[config.mk]
export PLATFORM = sky130hd
export DESIGN_NAME = irq_coalesce_latch
export DESIGN_NICKNAME = d
export VERILOG_FILES = /design/src/rtl/irq_latch_pkg.sv /design/src/rtl/irq_line_bank.sv /design/src/rtl/irq_status_merge.sv /design/src/rtl/irq_coalesce_latch.sv
export SDC_FILE = /design/constraint.sdc
export NUM_CORES = 1
export LEC_CHECK = 0
export BUFFER_PORTS_ARGS = -buffer_cell sky130_fd_sc_hd__buf_2
export CAP_MARGIN = 20
export CORE_UTILIZATION = 40
export DETAILED_ROUTE_END_ITERATION = 10
export GPL_ROUTABILITY_DRIVEN = 0
export MAX_ROUTING_LAYER = met4
export SLEW_MARGIN = 20
export SYNTH_ARGS = -nofsm -noshare
export SYNTH_HDL_FRONTEND = slang
export SYNTH_SLANG_ARGS = --single-unit
[constraint.sdc]
create_clock -name clk_i -period 4 [get_ports clk_i]
set_input_delay 0.4 -clock clk_i [delete_from_list [all_inputs] [get_ports clk_i]]
set_output_delay 0.4 -clock clk_i [all_outputs]
set_load 0.05 [all_outputs]
[src/rtl/irq_latch_pkg.sv]
package irq_latch_pkg;
  localparam int unsigned CTRL_N = 2;
  localparam int unsigned PINS_N = 8;

  typedef enum logic [1:0] {
    ST_MASKED    = 2'b00,
    ST_COALESCED = 2'b01,
    ST_ACCEPTED  = 2'b10
  } irq_status_e;

  // rank a foreign code; the unused code counts as accepted
  function automatic irq_status_e clamp_status(logic [1:0] code);
    return (code == 2'b11) ? ST_ACCEPTED : irq_status_e'(code);
  endfunction
endpackage

[src/rtl/irq_line_bank.sv]
module irq_line_bank
  import irq_latch_pkg::*;
#(
  parameter int unsigned PINS  = PINS_N,
  localparam int unsigned PIN_W = $clog2(PINS)
) (
  input  logic             clk_i,
  input  logic             rst_ni,
  input  logic             sel_i,
  input  logic [PIN_W-1:0] pin_i,
  input  logic             level_i,
  input  logic [PINS-1:0]  mode_i,
  input  logic [PINS-1:0]  mask_i,
  output logic [PINS-1:0]  pending_o,
  output irq_status_e      status_o
);
  logic [PINS-1:0] pend_q, pend_d;
  logic [PINS-1:0] prev_q, prev_d;
  irq_status_e     raw;

  always_comb begin
    pend_d = pend_q;
    prev_d = prev_q;
    raw    = ST_ACCEPTED;
    if (sel_i) begin
      prev_d[pin_i] = level_i;
      if (mode_i[pin_i]) begin
        pend_d[pin_i] = level_i;
      end else if (level_i && !prev_q[pin_i]) begin
        if (pend_q[pin_i]) raw = ST_COALESCED;
        pend_d[pin_i] = 1'b1;
      end
    end
  end

  assign status_o  = mask_i[pin_i] ? ST_MASKED : raw;
  assign pending_o = pend_q;

  always_ff @(posedge clk_i or negedge rst_ni) begin
    if (!rst_ni) begin
      pend_q <= '0;
      prev_q <= '0;
    end else begin
      pend_q <= pend_d;
      prev_q <= prev_d;
    end
  end

  AST_UNSEL_STABLE: assert property (@(posedge clk_i) disable iff (!rst_ni)
    !sel_i |=> $stable(pend_q));
  AST_EDGE_SETS: assert property (@(posedge clk_i) disable iff (!rst_ni)
    sel_i && !mode_i[pin_i] && level_i |=> pend_q[$past(pin_i)]);
  AST_FALL_KEEPS: assert property (@(posedge clk_i) disable iff (!rst_ni)
    sel_i && !mode_i[pin_i] && !level_i |=> pend_q[$past(pin_i)] == $past(pend_q[pin_i]));
  AST_LEVEL_FOLLOWS: assert property (@(posedge clk_i) disable iff (!rst_ni)
    sel_i && mode_i[pin_i] |=> pend_q[$past(pin_i)] == $past(level_i));
endmodule

[src/rtl/irq_status_merge.sv]
module irq_status_merge
  import irq_latch_pkg::*;
(
  input  irq_status_e local_i,
  input  logic        alt_vld_i,
  input  logic [1:0]  alt_status_i,
  output irq_status_e merged_o
);
  irq_status_e alt;
  assign alt      = clamp_status(alt_status_i);
  assign merged_o = (alt_vld_i && (alt > local_i)) ? alt : local_i;

  always_comb begin
    AST_MERGE_NOT_LOWER: assert (merged_o >= local_i);
  end
endmodule

[src/rtl/irq_coalesce_latch.sv]
module irq_coalesce_latch
  import irq_latch_pkg::*;
#(
  parameter int unsigned CTRLS  = CTRL_N,
  parameter int unsigned PINS   = PINS_N,
  localparam int unsigned LINES  = CTRLS * PINS,
  localparam int unsigned PIN_W  = $clog2(PINS),
  localparam int unsigned LINE_W = $clog2(LINES)
) (
  input  logic              clk_i,
  input  logic              rst_ni,
  input  logic              upd_i,
  input  logic [LINE_W-1:0] line_i,
  input  logic              level_i,
  input  logic [LINES-1:0]  trig_mode_i,
  input  logic [LINES-1:0]  mask_i,
  input  logic              alt_vld_i,
  input  logic [1:0]        alt_status_i,
  output logic [LINES-1:0]  pending_o,
  output logic              status_vld_o,
  output logic [1:0]        status_o
);
  localparam int unsigned CTRL_W = (CTRLS > 1) ? LINE_W - PIN_W : 1;

  logic [PIN_W-1:0]  pin;
  logic [CTRL_W-1:0] ctrl;
  irq_status_e       bank_st [CTRLS];
  irq_status_e       local_st, merged_st;
  logic [1:0]        status_q;
  logic              vld_q;

  assign pin = line_i[PIN_W-1:0];
  if (CTRLS > 1) begin : g_ctrl_sel
    assign ctrl = line_i[LINE_W-1:PIN_W];
  end else begin : g_ctrl_one
    assign ctrl = '0;
  end

  for (genvar c = 0; c < CTRLS; c++) begin : g_bank
    irq_line_bank #(.PINS(PINS)) i_bank (
      .clk_i     (clk_i),
      .rst_ni    (rst_ni),
      .sel_i     (upd_i && (ctrl == CTRL_W'(c))),
      .pin_i     (pin),
      .level_i   (level_i),
      .mode_i    (trig_mode_i[c*PINS +: PINS]),
      .mask_i    (mask_i[c*PINS +: PINS]),
      .pending_o (pending_o[c*PINS +: PINS]),
      .status_o  (bank_st[c])
    );
  end

  assign local_st = bank_st[ctrl];

  irq_status_merge i_merge (
    .local_i      (local_st),
    .alt_vld_i    (alt_vld_i),
    .alt_status_i (alt_status_i),
    .merged_o     (merged_st)
  );

  always_ff @(posedge clk_i or negedge rst_ni) begin
    if (!rst_ni) begin
      vld_q    <= 1'b0;
      status_q <= ST_MASKED;
    end else begin
      vld_q <= upd_i;
      if (upd_i) status_q <= merged_st;
    end
  end

  assign status_vld_o = vld_q;
  assign status_o     = status_q;

  AST_VLD_HAS_CAUSE: assert property (@(posedge clk_i) disable iff (!rst_ni)
    status_vld_o |-> $past(upd_i));
  AST_UPD_GIVES_VLD: assert property (@(posedge clk_i) disable iff (!rst_ni)
    upd_i |=> status_vld_o);
  AST_CODE_LEGAL: assert property (@(posedge clk_i) disable iff (!rst_ni)
    status_vld_o |-> status_o != 2'b11);
  AST_MASK_WINS: assert property (@(posedge clk_i) disable iff (!rst_ni)
    upd_i && mask_i[line_i] && !alt_vld_i |=> status_o == ST_MASKED);
  AST_PEER_ACCEPT: assert property (@(posedge clk_i) disable iff (!rst_ni)
    upd_i && alt_vld_i && alt_status_i[1] |=> status_o == ST_ACCEPTED);
endmodule

# Yosys cells after proc, flatten, opt, wreduce, memory -nomap -nowiden
# Cells that the tools add are included.
[classes] magnitude_cmp=4 n_eq_ne=1 muxes=41 bitwise=4 reduce_logical=12
[op_table] op="bitwise mux 8 bit" count=4
[op_table] op="2-to-1 mux 8 bit" count=4
[op_table] op="2-to-1 mux 2 bit" count=15
[op_table] op="binary-select mux 1 bit (select 3 bit)" count=8
[op_table] op="OR 8 bit" count=2
[op_table] op="2-to-1 mux 1 bit" count=9
[op_table] op="logical AND 1 bit" count=6
[op_table] op="< comparator 3 x 4 -> 1 bit (second input constant)" count=1
[op_table] op="AND reduction 2 bit" count=2
[op_table] op="nonzero test 2 bit" count=2
[op_table] op="demux 1 bit (select 3 bit)" count=1
[op_table] op=">= comparator 3 x 1 -> 1 bit (second input constant)" count=1
[op_table] op="== test 2 bit (second input constant)" count=1
[op_table] op=">= comparator 2 bit (second input constant)" count=1
[op_table] op="> comparator 2 bit" count=1
[op_table] op="zero test 1 bit" count=2
[op_table] op="inverter 1 -> 2 bit" count=1
[op_table] op="inverter 1 bit" count=1
[word_totals] register_bits=35 inputBits=43 out_inout_bits=19 wordCells=68

# Longest topological paths before layout
# Gate-level depths: netlist of the first run.
[depth] word_depth=14 ltp_mapped=15

# Hierarchy
# A second synthesis of the first run with hierarchy kept.
[hier_totals] hier_cells=247 area_unflattened_um2=2548.7
[by_module_without_submodules] mod="irq_line_bank at g_bank[1].i_bank" instances=1 cells_per_inst=121 area_each_um2=1181.1 seq_area_each_um2=400.4
[by_module_without_submodules] mod="irq_line_bank at g_bank[0].i_bank" instances=1 cells_per_inst=106 area_each_um2=1124.8 seq_area_each_um2=400.4
[by_module_without_submodules] mod="irq_coalesce_latch" instances=1 cells_per_inst=9 area_each_um2=136.4 seq_area_each_um2=75.1
[by_module_without_submodules] mod="irq_status_merge" instances=1 cells_per_inst=11 area_each_um2=106.4 seq_area_each_um2=0.0

# Worst setup path before layout of the first run
# Ideal clock, no wire load.
[synth_path] path_type="input-to-reg" from="in line_i[2]" to="reg status_q[1] (netlist: status_o[1])" t_arrival_ns=3.079 t_required_ns=3.930 setup_slack_ns=0.851 path_stages=13 n_path_buf=2 path_cell_list="buf_2 > buf_6 > mux2_2 > a221o_1 > a211oi_1 > o31a_1 > a21oi_1 > ha_1 > nor2b_1 > o211a_1 > or4_1 > a31oi_1 > nand3b_1"
[synth_between] elab_chain_cells=14 elab_cells_between_ends=36 classes_between="1 x order compare; 30 x mux; 5 x reduce/logical"
[synth_lines] element="from (decl)" line="irq_coalesce_latch.sv:13" source="input logic [LINE_W-1:0] line_i,"
[synth_lines] element="binary-select mux 1 bit (select 3 bit)" line="irq_line_bank.sv:29" source="end else if (level_i && !prev_q[pin_i]) begin"
[synth_lines] element="2-to-1 mux 1 bit (not written as such)" line="irq_line_bank.sv:29"
[synth_lines] element="zero test 1 bit" line="irq_line_bank.sv:29"
[synth_lines] element="logical AND 1 bit" line="irq_line_bank.sv:29"
[synth_lines] element="2-to-1 mux 2 bit" line="irq_line_bank.sv:29"
[synth_lines] element="2-to-1 mux 2 bit" line="irq_line_bank.sv:27" source="if (mode_i[pin_i]) begin"
[synth_lines] element="2-to-1 mux 2 bit" line="irq_line_bank.sv:25" source="if (sel_i) begin"
[synth_lines] element="2-to-1 mux 2 bit" line="irq_line_bank.sv:36" source="assign status_o = mask_i[pin_i] ? ST_MASKED : raw;"
[synth_lines] element="2-to-1 mux 2 bit (not written as such) * (3 in a row)" line="irq_coalesce_latch.sv:53" source="assign local_st = bank_st[ctrl];"
[synth_lines] element="> comparator 2 bit" line="irq_status_merge.sv:11" source="assign merged_o = (alt_vld_i && (alt > local_i)) ? alt : local_i;"
[synth_lines] element="logical AND 1 bit" line="irq_status_merge.sv:11"
[synth_lines] element="2-to-1 mux 2 bit *" line="irq_status_merge.sv:11"
[synth_lines] element="to (signal assigned)" line="irq_coalesce_latch.sv:68" source="if (upd_i) status_q <= merged_st;"
[synth_lines] element="to (decl)" line="irq_coalesce_latch.sv:29" source="logic [1:0] status_q;"
# Mark *: on every way between the ends. The rest lies on a longest branch, timed or not. The select of a mux whose other input is x is not followed.
# A chain may end at the register's enable or synchronous reset.

# Worst setup path in the final report of the first run
[layout_path] from="in line_i[2]" to="reg status_q[0] (netlist: status_o[0])"
# Same word-level chain as after synthesis.

==> run metrics, run 1 <==
Post-synth EDFFs 0; met1 Usage GRT 0.310; pin count of the biggest net entering global routing 36; CP startpoint line_i[2]; GR peak layer met2; Post-DP HPWL approximately 4600 um; Critical Path Fanout Max 27; DRC violations left 0; arrival time at the worst endpoint around 3500 ps; Comb pwr share 0.375; Critical path destination status_o[0]; drt total wl between 6000 and 7000 um; number of top-level pins a little over 60; Net Switching between 0.4 and 0.5 mW; hold_buf cts 0; Worst setup SP type primary input; initial antenna violation count 0; Setup Fix Bufs, Post-CTS 0; yosys warns 0; Yosys reg bits 35; wire per inst approximately 17 um; Sink Count 35; sequential power share 0.407; core area ~5600 sq um; die area approximately 6000 sq um; number of diodes 0; Primary FF master, synth dfrtp_1; Setup crit end kind register; H-Tree Level Count 2; Global Route met2 Usage 0.319; Max-Cap Viols 0; Mapped Cells between 200 and 250; layout cells sized above 1 0.351; GR met3 Demand/Resource 0.0547; clock root cell clkbuf_8; Data required, critical path ~4200 ps; Achievable Freq just over 0.3 GHz; total negative slack 0 ps; P per Cell Area ~420 nW/um^2; final hold vios 0; Tcrit/Tclk final 0.818; Reg clk slew, reported paths around 80 ps; first-pass GRT wire length 10100 um; Congestion Overflow GR 0; row count 27; total CTS buffers 5; Die Wd roughly 78 um; Final min period approximately 3300 ps; synthesized cell area roughly 2300 sq um; synth unique cells between 50 and 60; Initial Utilization 0.418; cell internal pwr around 0.70 mW; fin. max-slew vios 0; DRT Pass-1 Iters 4; gr usage total 0.219; asr flop ratio synth 1.00; RSZ-0062 raised after global routing no; die height 78.3 um; Tightest Pin Transition slightly above 800 ps; Layout area overhead 19.5%; reg2reg start g_bank[1].i_bank.prev_q[4]; clock buffer depth 2; syn_area_per_cell between 9 and 10 sq um; Vias 2137; Final Util 0.500; initial drt markers approximately 150; clock power share 0.218; Clock Skew approximately 5.5 ps; Worst slew margin 0.462; Vias per Instance 5.71; P_leak about 1.2 nW; CTS tree done; worst skew pair latency a little under 300 ps; status finished clean; # resized after CTS 0; register area share after synthesis 0.376; Sw Share 0.398; peak supply drop around 0.00037 V; number of global-route vias before repair between 2000 and 2500; reg2reg end status_o[0]; final setup violation count 0; type of the worst setup path in -> reg; final net count 346; Synth Net Count between 200 and 300; port bufs 61; Antenna Nets Post-Route 0; worst min path class in -> async; FF-to-FF setup slack approximately 1100 ps; FF-to-FF path depth 11
-- layer usage --
metal  part of all wire  vias up
met5                  0        -
met4             0.0080        0
met3              0.037        6
met2               0.46       54
met1               0.49     1047
li1                   -     1030
-- cell families after synthesis --
| family | after synthesis | share of synthesized area |
|---|---|---|
| buf+inv | 25 | 0.0532 |
| simple gates | 74 | 0.163 |
| flops | 35 | 0.376 |
| mux | 35 | 0.200 |
| compound gates | 68 | 0.197 |
| fa+ha+maj | 2 | 0.0107 |
-- registers in the layout, indices dropped and copies added, names as in the netlist --
signal / cells
status_vld_o: 1
g_bank.i_bank.pending_o: 16
status_o: 2
g_bank.i_bank.prev_q: 16
-- Yosys cell counts, drive strengths merged, types with 2 or more instances --
library cell | number | area, sq um
dfrtp | 35 | 876
a21oi | 24 | 120
nor2 | 24 | 90.1
mux2 | 17 | 195
nand2 | 13 | 48.8
mux2i | 11 | 110
buf | 10 | 67.6
inv | 10 | 37.5
a31oi | 8 | 50.1
mux4 | 7 | 161
nand3 | 6 | 30.0
nor2b | 6 | 37.5
o21ai | 6 | 33.8
a211oi | 4 | 35.0
clkbuf | 4 | 15.0
nor3 | 4 | 20.0
o31ai | 4 | 30.0
or3b | 4 | 35.0
a22o | 3 | 26.3
a41oi | 3 | 26.3
and3 | 3 | 18.8
nand3b | 3 | 22.5
a221o | 2 | 20.0
ha | 2 | 25.0
o221ai | 2 | 17.5
o22ai | 2 | 12.5
or4 | 2 | 15.0
-- final cells by class --
class,instances,area [sq um]
Multi-Input combinational cell,179,1330
Sequential cell,35,876
Timing Repair Buffer,69,363
Clock inverter,2,12.5
Tap cell,72,90.1
Fill cell,552,2790
Clock buffer,6,72.6
Inverter,11,41.3
-- power groups by stage --
| stage | Sequential [mW] | Clock [mW] | Combinational, mW |
|---|---|---|---|
| after floorplan | 0.603 | 0 | 0.192 |
| after global placement | 0.482 | 0 | 0.431 |
| after detailed placement | 0.482 | 0 | 0.434 |
| after CTS | 0.475 | 0.260 | 0.437 |
| after global routing | 0.483 | 0.276 | 0.474 |
| final | 0.475 | 0.254 | 0.437 |
-- worst min path at each step --
| stage | endpoint | depth (start not counted) | start | slack [ps] |
|---|---|---|---|---|
| 2_1_floorplan | g_bank[0].i_bank.pending_o[0] | 0 | rst_ni | 100 |
| 3_5_place_dp | g_bank[1].i_bank.prev_q[2] | 2 | g_bank[1].i_bank.prev_q[2] | 470 |
| 6_report | g_bank[1].i_bank.pending_o[0] | 1 | rst_ni | 200 |
| 5_1_grt | g_bank[0].i_bank.prev_q[4] | 1 | rst_ni | 250 |
| 3_3_place_gp | g_bank[1].i_bank.prev_q[2] | 2 | g_bank[1].i_bank.prev_q[2] | 470 |
| 4_1_cts | g_bank[1].i_bank.pending_o[0] | 1 | rst_ni | 220 |
-- metrics by stage --
stage	instances	hold slack [ps]	cell area (sq um)	setup slack [ps]	total power [mW]
6_report	374	198	2790	727	1.17
5_1_grt	374	251	2790	423	1.23
4_1_cts	373	223	2780	750	1.17
3_5_place_dp	365	472	2700	455	0.916
3_3_place_gp	365	467	2700	504	0.912
2_1_floorplan	239	104	2330	851	0.795
-- layout by cell type, fill, tap and decap left out, drive strengths merged, types with 2 or more instances in the layout --
| cell | netlist | layout |
|---|---|---|
| o21ai | 6 | 6 |
| nand2 | 13 | 13 |
| or4 | 2 | 2 |
| inv | 10 | 10 |
| nor2 | 24 | 24 |
| a41oi | 3 | 3 |
| a31oi | 8 | 8 |
| nand3b | 3 | 3 |
| buf | 10 | 68 |
| mux2i | 11 | 11 |
| o22ai | 2 | 2 |
| ha | 2 | 2 |
| a211oi | 4 | 4 |
| nor3 | 4 | 4 |
| nand3 | 6 | 6 |
| a221o | 2 | 2 |
| o221ai | 2 | 2 |
| and3 | 3 | 3 |
| clkbuf | 4 | 7 |
| or3b | 4 | 4 |
| clkinv | 1 | 2 |
| o31ai | 4 | 4 |
| a21oi | 24 | 24 |
| nor2b | 6 | 6 |
| a22o | 3 | 3 |
| dfrtp | 35 | 35 |
| mux4 | 7 | 7 |
| mux2 | 17 | 17 |
-- worst max-delay path, stage by stage --
cell and delay, ps:
buf_2 450, mux2_2 390, a221o_1 380, a211oi_1 270
o31a_1 190, a21oi_1 50, ha_1 290, nor2b_1 130
o211a_1 260, a2111oi_0 430, nand4b_1 150, nand3_1 100
Note: power is estimated with default switching activity, not from simulation.
==> run 2: changes to the inputs <==
- clock period: 4 -> 3.3 ns (I/O delays scaled with it)
==> run 2 against run 1 <==
  * Via count rose by 2.9%
  * Core utilization rose by 1.8 points
  * Final cell count up 2.9%
==> run metrics, run 2 (synthesized netlist as in run 1, its figures left out) <==
FF-to-FF setup slack 340 ps (-720 ps); initial drt markers 159 (+8.2%); total CTS buffers 5 (unchanged); number of diodes 0 (unchanged); reg2reg start g_bank[0].i_bank.prev_q[7]; clock buffer depth 2 (unchanged); final setup violation count 0 (unchanged); status finished clean; placed instance count 377 (+3.3%); worst setup margin 295 ps (-432 ps); die height 78.3 um (unchanged); Worst setup SP type primary input; H-Tree Level Count 2 (unchanged); worst min path class in -> async; design area 2880 sq um (+3.5%); worst skew pair latency 290 ps (about the same); final net count 357 (+3.2%); Reg clk slew, reported paths 80 ps (about the same); RSZ-0062 raised after global routing no; DRT Pass-1 Iters 4 (unchanged); Max-Cap Viols 0 (unchanged); Congestion Overflow GR 0 (unchanged); Layout area overhead 23.7%; stages on the worst setup path 13 (+1); P per Cell Area 497 nW/um^2 (+19%); Die Wd 78.3 um (unchanged); pin count of the biggest net entering global routing 36 (unchanged); core area 5570 sq um (unchanged); Final Util 0.517 (+0.0175); Tightest Pin Transition 980 ps (+172 ps); final cell count without fillers 385 (+2.9%); Placed Area 2800 sq um (+3.8%); die area 6130 sq um (unchanged); clock root cell clkbuf_8; # resized after CTS 0 (unchanged); Post-DP HPWL 4970 um (+7.0%); Buffers & Inverters on Critical Path 2 (+1); DRC violations left 0 (unchanged); gr usage total 0.231 (+0.0116); dpl ws 27.5 ps (-427 ps); layout cells sized above 1 0.374 (+0.0228); Hold WS 116 ps (-81.7 ps); hold_buf cts 0 (unchanged); Clock Skew 8.20 ps (+2.69 ps); port bufs 61 (unchanged); Crit path max-delay family simple AND/OR/NAND/NOR gates; Tcrit/Tclk final 0.911; Worst slew margin 0.341 (-0.121); type of the worst setup path in -> reg; Initial Utilization 0.418 (unchanged); commonest non-fill, non-tap cell in the layout buf_2; fin. max-slew vios 0 (unchanged); wire per inst 16.6 um (-0.42%); Final min period approximately 3000 ps; Seq. cell area 876 sq um (unchanged); reg2reg end status_o[1]; total negative slack 0 ps (unchanged); slowest stage delay, CP 460 ps (about the same); final hold vios 0 (unchanged); initial antenna violation count 0 (unchanged); Critical Path Fanout Max 13 (-52%); CP cell instances buf_2 -> buf_4 -> mux2i_1 -> mux4_2 -> nor2_1 -> nand3_1 -> a21oi_1 -> ha_1 -> nor2b_1 -> o211a_1 -> or4_1 -> a31oi_1 -> nand3b_1; Achievable Freq 0.333 GHz; Data required, critical path 3530 ps (-690 ps); commonest cells after routing, fill and taps aside buf_2, dfrtp_1, a21oi_1, nor2_1, buf_4; row count 27 (unchanged); Vias per Instance 5.71 (about the same); Multi-input gate area 1330 sq um (unchanged); Fillers 559 (+1.3%); arrival time at the worst endpoint 3240 ps (-260 ps); peak supply drop 0.000288 V (-21%); CTS tree done; Crit-path slowest cell mux4_2; Setup Fix Bufs, Post-CTS 0 (unchanged); total power 1.43 mW (+23%); FF-to-FF path depth 11 (unchanged); first-pass GRT wire length 10700 um (+5.6%); number of top-level pins 62 (unchanged); Vias 2199 (+2.9%); number of global-route vias before repair 2157 (+5.9%); Sink Count 35 (unchanged); drt total wl 6390 um (+2.5%); P_leak 1.29 nW (+4.7%); Setup crit end kind register; Antenna Nets Post-Route 0 (unchanged)
==> run 2: cell count changes in the layout (fill, tap and decap cells not counted) <==
cell / change
buf_4: +11
buf_12: +1
clkbuf_2: -1
==> run 2: final cells by class <==
| cell class | instances | area share |
|---|---|---|
| tap | 72 | 0.0313 |
| clock buffer | 6 | 0.0252 |
| sequential | 35 | 0.304 |
| inverter | 11 | 0.0143 |
| clock inverter | 2 | 0.00434 |
| timing repair buffer | 80 | 0.160 |
| multi-input combinational | 179 | 0.461 |
==> run 2: worst max path at each step <==
stage                          startpoint          end
2_1_floorplan                   line_i[2]  status_o[1]
3_3_place_gp                    line_i[2]  status_o[1]
3_5_place_dp                    line_i[2]  status_o[1]
4_1_cts        g_bank[0].i_bank.prev_q[7]  status_o[1]
5_1_grt                         line_i[1]  status_o[1]
6_report                        line_i[2]  status_o[1]
==> run 2: report_power, final <==
group	total, mW	internal [mW]	switching (mW)
logic	0.544	0.197	0.347
clock network	0.311	0.148	0.164
registers	0.578	0.518	0.0603
total	1.43	0.863	0.571
==> run 2: routing by layer <==
metal	routed length, um	global-route usage
met2	3010	0.367
met3	275	0.0372
met5	0	-
met1	3050	0.314
met4	48	0.0444
